`src/rtl/saf_pkg.sv`:
```
package saf_pkg;

  localparam int MASTER_W = 16;
  localparam int INFO_W   = 32;

  typedef struct packed {
    logic fwd;      // request goes to downstream this cycle
    logic capture;  // load capture words this cycle
    logic useMem;   // response data comes from downstream
  } saf_strobe_t;

  function automatic logic [INFO_W-1:0] packInfo(
    input logic [MASTER_W-1:0] master,
    input logic                nonSec,
    input logic                cfgBit
  );
    logic [INFO_W-1:0] w;
    w = '0;
    w[MASTER_W-1:0] = master;
    w[16]           = nonSec;
    w[17]           = cfgBit;
    return w;
  endfunction

endpackage

```
`src/rtl/saf_ctrl.sv`:
```
module saf_ctrl
  import saf_pkg::*;
#(
  parameter int ADDR_W   = 12,
  parameter int BLK_LOG2 = 5,
  parameter int LUT_BITS = 128
) (
  input  logic                clk,
  input  logic                rstN,
  input  logic                reqValid,
  input  logic                reqWrite,
  input  logic [ADDR_W-1:0]   reqAddr,
  input  logic                reqNonSec,
  input  logic                reqAttrKnown,
  input  logic [LUT_BITS-1:0] lutBits,
  input  logic                errRespEn,
  input  logic                clrFault,
  output saf_strobe_t         strobe,
  output logic                reqIsNs,
  output logic                cfgBit,
  output logic                rspValid,
  output logic                rspErr,
  output logic                faultStatus
);

  localparam int BLK_NUM_W = ADDR_W - BLK_LOG2;

  logic [BLK_NUM_W-1:0] blockNum;
  logic allowed, passReq, blockReq, captureNow;
  logic pendValid, pendErr, pendMemRead, statusQ;

  // The flattened table index equals the block number (word*32 + bit).
  assign blockNum = reqAddr[ADDR_W-1:BLK_LOG2];
  assign cfgBit   = lutBits[blockNum];

  // A request with an unknown attribute counts as secure.
  assign reqIsNs  = reqAttrKnown & reqNonSec;
  assign allowed  = (cfgBit == reqIsNs);

  assign passReq    = reqValid & allowed;
  assign blockReq   = reqValid & ~allowed;
  assign captureNow = blockReq & ~statusQ;

  always_ff @(posedge clk or negedge rstN) begin
    if (!rstN) begin
      pendValid   <= 1'b0;
      pendErr     <= 1'b0;
      pendMemRead <= 1'b0;
      statusQ     <= 1'b0;
    end else begin
      pendValid   <= reqValid;
      pendErr     <= blockReq & errRespEn;
      pendMemRead <= passReq & ~reqWrite;
      if (captureNow)    statusQ <= 1'b1;
      else if (clrFault) statusQ <= 1'b0;
    end
  end

  always_comb begin
    strobe         = '0;
    strobe.fwd     = passReq;
    strobe.capture = captureNow;
    strobe.useMem  = pendMemRead;
  end

  assign rspValid    = pendValid;
  assign rspErr      = pendErr;
  assign faultStatus = statusQ;

endmodule

```
`src/rtl/saf_dp.sv`:
```
module saf_dp
  import saf_pkg::*;
#(
  parameter int ADDR_W = 12,
  parameter int DATA_W = 32
) (
  input  logic                clk,
  input  logic                rstN,
  input  saf_strobe_t         strobe,
  input  logic                reqWrite,
  input  logic [ADDR_W-1:0]   reqAddr,
  input  logic [DATA_W-1:0]   reqWdata,
  input  logic [MASTER_W-1:0] reqMaster,
  input  logic                reqIsNs,
  input  logic                cfgBit,
  input  logic [DATA_W-1:0]   memRdata,
  output logic                memValid,
  output logic                memWrite,
  output logic [ADDR_W-1:0]   memAddr,
  output logic [DATA_W-1:0]   memWdata,
  output logic [DATA_W-1:0]   rspRdata,
  output logic [ADDR_W-1:0]   capAddr,
  output logic [INFO_W-1:0]   capInfo
);

  assign memValid = strobe.fwd;
  assign memWrite = strobe.fwd & reqWrite;
  assign memAddr  = reqAddr;
  assign memWdata = reqWdata;

  assign rspRdata = strobe.useMem ? memRdata : '0;

  always_ff @(posedge clk or negedge rstN) begin
    if (!rstN) begin
      capAddr <= '0;
      capInfo <= '0;
    end else if (strobe.capture) begin
      capAddr <= reqAddr;
      capInfo <= packInfo(reqMaster, reqIsNs, cfgBit);
    end
  end

endmodule

```
`src/rtl/sec_access_filter.sv`:
```
module sec_access_filter
  import saf_pkg::*;
#(
  parameter int ADDR_W   = 12,
  parameter int BLK_LOG2 = 5,
  parameter int DATA_W   = 32,
  localparam int NUM_BLK  = 1 << (ADDR_W - BLK_LOG2),
  localparam int LUT_BITS = ((NUM_BLK + 31) / 32) * 32
) (
  input  logic                clk,
  input  logic                rstN,
  input  logic                reqValid,
  input  logic                reqWrite,
  input  logic [ADDR_W-1:0]   reqAddr,
  input  logic [DATA_W-1:0]   reqWdata,
  input  logic                reqNonSec,
  input  logic                reqAttrKnown,
  input  logic [15:0]         reqMaster,
  input  logic [LUT_BITS-1:0] lutBits,
  input  logic                errRespEn,
  input  logic                clrFault,
  output logic                memValid,
  output logic                memWrite,
  output logic [ADDR_W-1:0]   memAddr,
  output logic [DATA_W-1:0]   memWdata,
  input  logic [DATA_W-1:0]   memRdata,
  output logic                rspValid,
  output logic                rspErr,
  output logic [DATA_W-1:0]   rspRdata,
  output logic                faultStatus,
  output logic [ADDR_W-1:0]   capAddr,
  output logic [31:0]         capInfo
);

  saf_strobe_t strobe;
  logic reqIsNs, cfgBit;

  saf_ctrl #(.ADDR_W(ADDR_W), .BLK_LOG2(BLK_LOG2), .LUT_BITS(LUT_BITS)) u_ctrl (
    .clk(clk), .rstN(rstN), .reqValid(reqValid), .reqWrite(reqWrite),
    .reqAddr(reqAddr), .reqNonSec(reqNonSec), .reqAttrKnown(reqAttrKnown),
    .lutBits(lutBits), .errRespEn(errRespEn), .clrFault(clrFault),
    .strobe(strobe), .reqIsNs(reqIsNs), .cfgBit(cfgBit),
    .rspValid(rspValid), .rspErr(rspErr), .faultStatus(faultStatus)
  );

  saf_dp #(.ADDR_W(ADDR_W), .DATA_W(DATA_W)) u_dp (
    .clk(clk), .rstN(rstN), .strobe(strobe), .reqWrite(reqWrite),
    .reqAddr(reqAddr), .reqWdata(reqWdata), .reqMaster(reqMaster),
    .reqIsNs(reqIsNs), .cfgBit(cfgBit), .memRdata(memRdata),
    .memValid(memValid), .memWrite(memWrite), .memAddr(memAddr),
    .memWdata(memWdata), .rspRdata(rspRdata), .capAddr(capAddr),
    .capInfo(capInfo)
  );

endmodule

```
`config.mk`:
```
export PLATFORM = sky130hd
export DESIGN_NAME = sec_access_filter
export DESIGN_NICKNAME = d
export VERILOG_FILES = /design/src/rtl/saf_pkg.sv /design/src/rtl/saf_ctrl.sv /design/src/rtl/saf_dp.sv /design/src/rtl/sec_access_filter.sv
export SDC_FILE = /design/constraint.sdc
export NUM_CORES = 1
export LEC_CHECK = 0
export BUFFER_PORTS_ARGS = -buffer_cell sky130_fd_sc_hd__buf_4
export CAP_MARGIN = 25
export CORE_AREA = 2 2 136 138
export CTS_CLUSTER_SIZE = 30
export DETAILED_ROUTE_END_ITERATION = 12
export DIE_AREA = 0 0 138 140
export PLACE_DENSITY = 0.48
export SYNTH_ARGS = -nofsm -noshare
export SYNTH_HDL_FRONTEND = slang
export SYNTH_SLANG_ARGS = --single-unit
export TNS_END_PERCENT = 10
```
`constraint.sdc`:
```
create_clock -name clk -period 2.65 [get_ports clk]
set_input_delay 0.1325 -clock clk [delete_from_list [all_inputs] [get_ports clk]]
set_output_delay 0.1325 -clock clk [all_outputs]
set_load 0.05 [all_outputs]
```
### Yosys cells after proc, flatten, opt, wreduce, memory -nomap -nowiden

Index checks and enable logic that the tools add are counted.

| word-level totals | value |
|---|---|
| bits in registers | 34 |
| input port bits | 228 |
| output and inout port bits | 125 |
| logic and storage cells | 24 |

| operators by class | value |
|---|---|
| magnitude comparators | 1 |
| eq/ne operators | 1 |
| muxes and demuxes | 5 |
| bitwise gates (word level) | 10 |
| reduce and logical (&&, ||, !) cells | 1 |

Operators with widths:

| cell | number |
|---|---|
| 2-to-1 mux 32 bit | 1 |
| < comparator 7 x 8 -> 1 bit (second input constant) | 1 |
| bitwise AND 1 bit | 7 |
| binary-select mux 1 bit (select 7 bit) | 1 |
| 2-to-1 mux 1 bit | 3 |
| NOT 1 bit | 3 |
| nonzero test 2 bit | 1 |
| == test 1 bit | 1 |

### Longest topological paths before layout

| depth | value |
|---|---|
| depth after elaboration | 7 |
| depth in mapped cells | 13 |
| gate-level depth less buffers | 8 |

### By module

Synthesis repeated with hierarchy kept, for this count alone.

| second synthesis, totals | value |
|---|---|
| cell total of the unflattened synthesis | 264 |
| area total of the unflattened synthesis | 3199.3 um2 |

By module, submodules not included:

| module | times used | cells an instance | area an instance (um2) | seq. area each (um2) |
|---|---|---|---|---|
| saf_dp | 1 | 159 | 1901.8 | 750.7 |
| saf_ctrl | 1 | 105 | 1297.5 | 100.1 |

### Worst setup path after synthesis

No wires, ideal clock.

| timing path | value |
|---|---|
| path type | input to register |
| start point | in reqAddr[10] |
| end point | reg u_dp.capInfo[10] |
| setup time | 0.125 ns |
| arrival | 2.489 ns |
| setup slack | 0.036 ns |
| stages | 11 |
| cell sequence | buf_2 -> clkbuf_1 -> mux4_2 -> a211oi_1 -> a21oi_1 -> a32oi_1 -> and4_1 -> mux2i_1 -> buf_6 -> buf_12 -> mux2_4 |

| between the ends | value |
|---|---|
| longest elaborated chain between the ends | 6 |

Ends and longest elaborated chain:

| element | RTL line | text |
|---|---|---|
| start: declaration | sec_access_filter.sv:14 | `input logic [ADDR_W-1:0] reqAddr,` |
| binary-select mux 1 bit (select 7 bit) | saf_ctrl.sv:34 | `assign cfgBit = lutBits[blockNum];` |
| 2-to-1 mux 1 bit (not written as such) | saf_ctrl.sv:34 |  |
| == test 1 bit | saf_ctrl.sv:38 | `assign allowed = (cfgBit == reqIsNs);` |
| NOT 1 bit | saf_ctrl.sv:41 | `assign blockReq = reqValid & ~allowed;` |
| bitwise AND 1 bit | saf_ctrl.sv:41 |  |
| bitwise AND 1 bit | saf_ctrl.sv:42 | `assign captureNow = blockReq & ~statusQ;` |
| end signal: assignment | saf_dp.sv:39 | `capInfo <= packInfo(reqMaster, reqIsNs, cfgBit);` |
| end: declaration | saf_dp.sv:23 | `output logic [INFO_W-1:0] capInfo` |

Every way passes these cells. The select of a mux whose other input is x is not followed.
A chain may end at the register's enable or synchronous reset.

### Worst setup path in the final report

| timing path | value |
|---|---|
| start point | in reqAddr[7] |
| end point | out memWrite |

| between the ends | value |
|---|---|
| longest elaborated chain between the ends | 5 |

Ends and longest elaborated chain:

| element | RTL line | text |
|---|---|---|
| binary-select mux 1 bit (select 7 bit) | saf_ctrl.sv:34 |  |
| 2-to-1 mux 1 bit (not written as such) | saf_ctrl.sv:34 |  |
| == test 1 bit | saf_ctrl.sv:38 |  |
| bitwise AND 1 bit | saf_ctrl.sv:40 | `assign passReq = reqValid & allowed;` |
| bitwise AND 1 bit | saf_dp.sv:27 | `assign memWrite = strobe.fwd & reqWrite;` |
| end: declaration | sec_access_filter.sv:23 | `output logic memWrite,` |

Every way passes these cells. The select of a mux whose other input is x is not followed.

==> key figures <==
STA
  – Period utilization: between 90 and 100%
  – Slew margin rel.: 50.55%
  – Hold Fails Final Rpt: 0
  – Fin crit period: 2468 ps
  – Worst-Margin Slew: 741.7 ps
  – Slew Limit Fails: 0
  – Setup TNS: 0 ps
  – Highest Clock Rate: 0.4052 GHz
  – Final setup violation count: 0
  – Worst hold slack: 5.573 ps
  – Clock Skews: 6.232 ps
  – RSZ-0062 raised after global routing: no

Die
  – Die Area: 0.01932 sq mm
  – Row cnt: 49
  – Chip height: ~140 um
  – Die width: between 100 and 150 um
  – Core area: 0.01778 sq mm
  – Ports: 353
  – Starting density of the core: 18.02%

Drt
  – Post-Route WL: 13920 um
  – Via count: 3284
  – Number of vias per cell: 4.210
  – Post-route DRC: 0
  – DRT Pass-1 Iters: 4
  – Number of nets with antenna violations after routing: 0
  – Iteration-0 DRC Markers: 79
  – DR WL/cell: 17.84 um

Synth
  – Post-synth top flop: dfrtp_1
  – Mean Syn Cell Area: 10.65 sq um
  – Sequential area share after synthesis: between 20% and 30%
  – Synth area leaders: dfrtp_1 (27%), mux4_2 (15%), buf_4 (15%), mux2i_1 (8.7%), mux2_2 (6.7%)
  – Synth warn: 0
  – Gate Count Post-Synth: 301
  – Synth unique cells: 41
  – Largest area contributor in the netlist: dfrtp_1
  – Post-synth EDFFs: 0
  – Post-synthesis instance area: 0.003204 sq mm
  – Seq cells post-synth: 34
  – Synth async-reset ratio: between 90% and 100%
  – Area share of the largest cell type after synthesis: 26.55%

Critical path
  – Most used cell, CP: buf_4
  – Critical path arrival: 2340 ps
  – Family with the most delay on the worst path: compound AO/OA/AOI/OAI gates
  – Setup CP Type: input pin to primary output
  – Endpoint type of the worst setup path: primary output
  – Worst path slowest cell: mux4_2
  – Critical path fanouts, max: 9
  – Worst-path cell chain: buf_8, mux4_2, nor2b_1, a211oi_1, a21oi_1, a32oi_1, nand4_1, buf_4, xnor2_2, and3b_1, buf_4
  – Worst setup SP type: input pin
  – Highest cell delay on the worst timing path: 500 ps
  – Worst endpoint required time: around 2500 ps
  – Bufs and invs on worst path: 3

Clocking
  – CTS tree: built
  – Clk sinks: 34
  – Clk root buf: clkbuf_16
  – Clk buf depth: 2
  – Worst-path clk slew: 50 ps
  – Number of CTS-inserted buffers: 5
  – Clk Latency, worst-skew pair: 280 ps
  – Max H-tree Level: 2

Power
  – Int Pwr: 2.147 mW
  – PwrDens: 681.0 mW/mm^2
  – Leak: 2.799 nW
  – Clock Power Share: around a fifth
  – Reg power frac: 22.3%
  – Switching Share: 43.88%
  – Max VDD drop: 382.4 uV
  – Logic pwr share: 57.6%
  – Sw Pwr: approximately 1.7 mW

Placement
  – Final Wtd Congestion: between 0.7 and 0.8
  – I/O Buffers: ~270
  – Hpwl dp: 11730 um

Min path
  – Min-delay worst type: input pin to flop

Layout
  – Footprint of the multi-input gates: approximately 0.0018 sq mm
  – Filler cells: around 1900
  – Final net count: 778
  – Share of layout cells above drive strength 1: 66.42%
  – Fin util: 31.60%
  – Syn-to-layout area delta: 75.32%
  – Number of diodes: 0
  – Register area: 850.8 sq um

Global routing
  – Largest net degree at the start of global routing: 35
  – Initial antenna violation count: 0
  – First-pass GRT wire length: 20140 um
  – Gr usage total: 13.20%
  – Global route overflow: 0
  – Vias in the first global route: 3597

Run
  – # Max-Cap Violations: 0

Run status
  – Status: complete, no violations
routing by layer:
| layer | GRT usage (%) | vias up | wire length (um) | part of all wire [%] |
|---|---|---|---|---|
| li1 | - | 1509 | - | - |
| met1 | 14.50 | 1550 | 4999 | 36 |
| met2 | 25.61 | 199 | 7512 | 54 |
| met3 | 3.179 | 26 | 1172 | 8.4 |
| met4 | 2.900 | 0 | 232 | 1.7 |
| met5 | 0 | - | 0 | 0 |
per-stage QoR:
step	worst slack (ps)	instance area, sq um	cells	power [mW]
2_1_floorplan	35.79	3253	314	2.364
3_3_place_gp	-195.1	5275	765	3.014
3_5_place_dp	-251.4	5275	765	3.036
4_1_cts	44.67	5494	775	3.829
5_1_grt	34.91	5618	780	4.006
6_report	182.3	5618	780	3.826
layout by cell type, fill, tap and decap left out, types with 2 or more instances in the layout:
cell       count
clkbuf_16      8
a21oi_1        9
nand3_1        5
and3_1         2
o21ai_0        3
buf_6          3
a211oi_1       3
mux2_2        19
nor2b_1        5
nor3_1         2
mux2_4         8
nor3b_1        2
nand2_1       14
mux4_2        22
nor4_1         2
nor2_1         3
buf_4        294
a22oi_1        6
and2_1        33
dfrtp_1       34
buf_12         5
bufinv_16      2
inv_1          4
conb_1        14
mux2i_1       27
a31oi_1        2
a32oi_1        2
path summary, 6_finish.rpt:
| check | from | to | slack [ps] | depth (start not counted) |
|---|---|---|---|---|
| setup / recovery | reqAddr[7] | memWrite | 180 | 11 |
| hold / removal | reqValid | u_ctrl.rspValid | 6 | 1 |
| setup reg to reg | u_ctrl.faultStatus | u_dp.capInfo[3] | 640 | 6 |
| hold reg to reg | u_dp.capInfo[15] | u_dp.capInfo[15] | 510 | 1 |
| max in group asynchronous | rstN | u_ctrl.rspErr | 1960 | 2 |
| min in group asynchronous | rstN | u_dp.capInfo[12] | 350 | 2 |
final cells by class:
cell class                 count  share of cell area (%)
timing repair buffer         307                   43.45
multi-input combinational    198                   32.58
inverter                       4                  0.2673
clock inverter                 3                   1.225
tap                          229                   5.100
clock buffer                   5                   2.227
sequential                    34                   15.14
registers in the layout, summed over array words and instances (netlist names):
register and count:
u_ctrl.rspValid 1, u_ctrl.faultStatus 1, u_ctrl.rspErr 1, u_dp.capInfo 18, u_ctrl.pendMemRead 1, u_dp.capAddr 12
cell families after synthesis:
kind of cell / count (synthesis) / share of synthesized area, %
buffers and inverters: 82 / 18.55
AO/OA/AOI/OAI: 30 / 6.169
multiplexers: 77 / 34.64
flip-flops: 34 / 26.55
AND/OR/NAND/NOR: 75 / 13.43
other: 1 / 0.1170
XOR/XNOR: 2 / 0.5468
cell usage after synthesis (5+ instances only):
cell type / n
buf_4: 62
dfrtp_1: 34
and2_1: 33
mux2i_1: 28
mux4_2: 22
mux2_2: 19
nand2_1: 14
a21oi_1: 9
mux2_4: 8
a22oi_1: 6
buf_2: 6
clkbuf_1: 5
nand3_1: 5
nor2b_1: 5
power by group through the flow:
stage          logic (mW)  registers, mW  clock network, mW
5_1_grt              2.30          0.885              0.817
3_5_place_dp         2.17          0.864                  0
4_1_cts              2.18          0.859              0.789
6_report             2.20          0.855              0.768
3_3_place_gp         2.16          0.856                  0
2_1_floorplan       0.807           1.56                  0
timing repair:
action | in CTS | in global routing
hold buffers | 1 | 0
endpoints found under the setup margin | 1 | 29
pin swaps | 1 | 2
cloned | 0 | 4
setup buffers | 1 | 1
gates resized for setup | 1 | 7
endpoints found under the hold margin | 34 | 0
(Power assumes the default switching activity.)
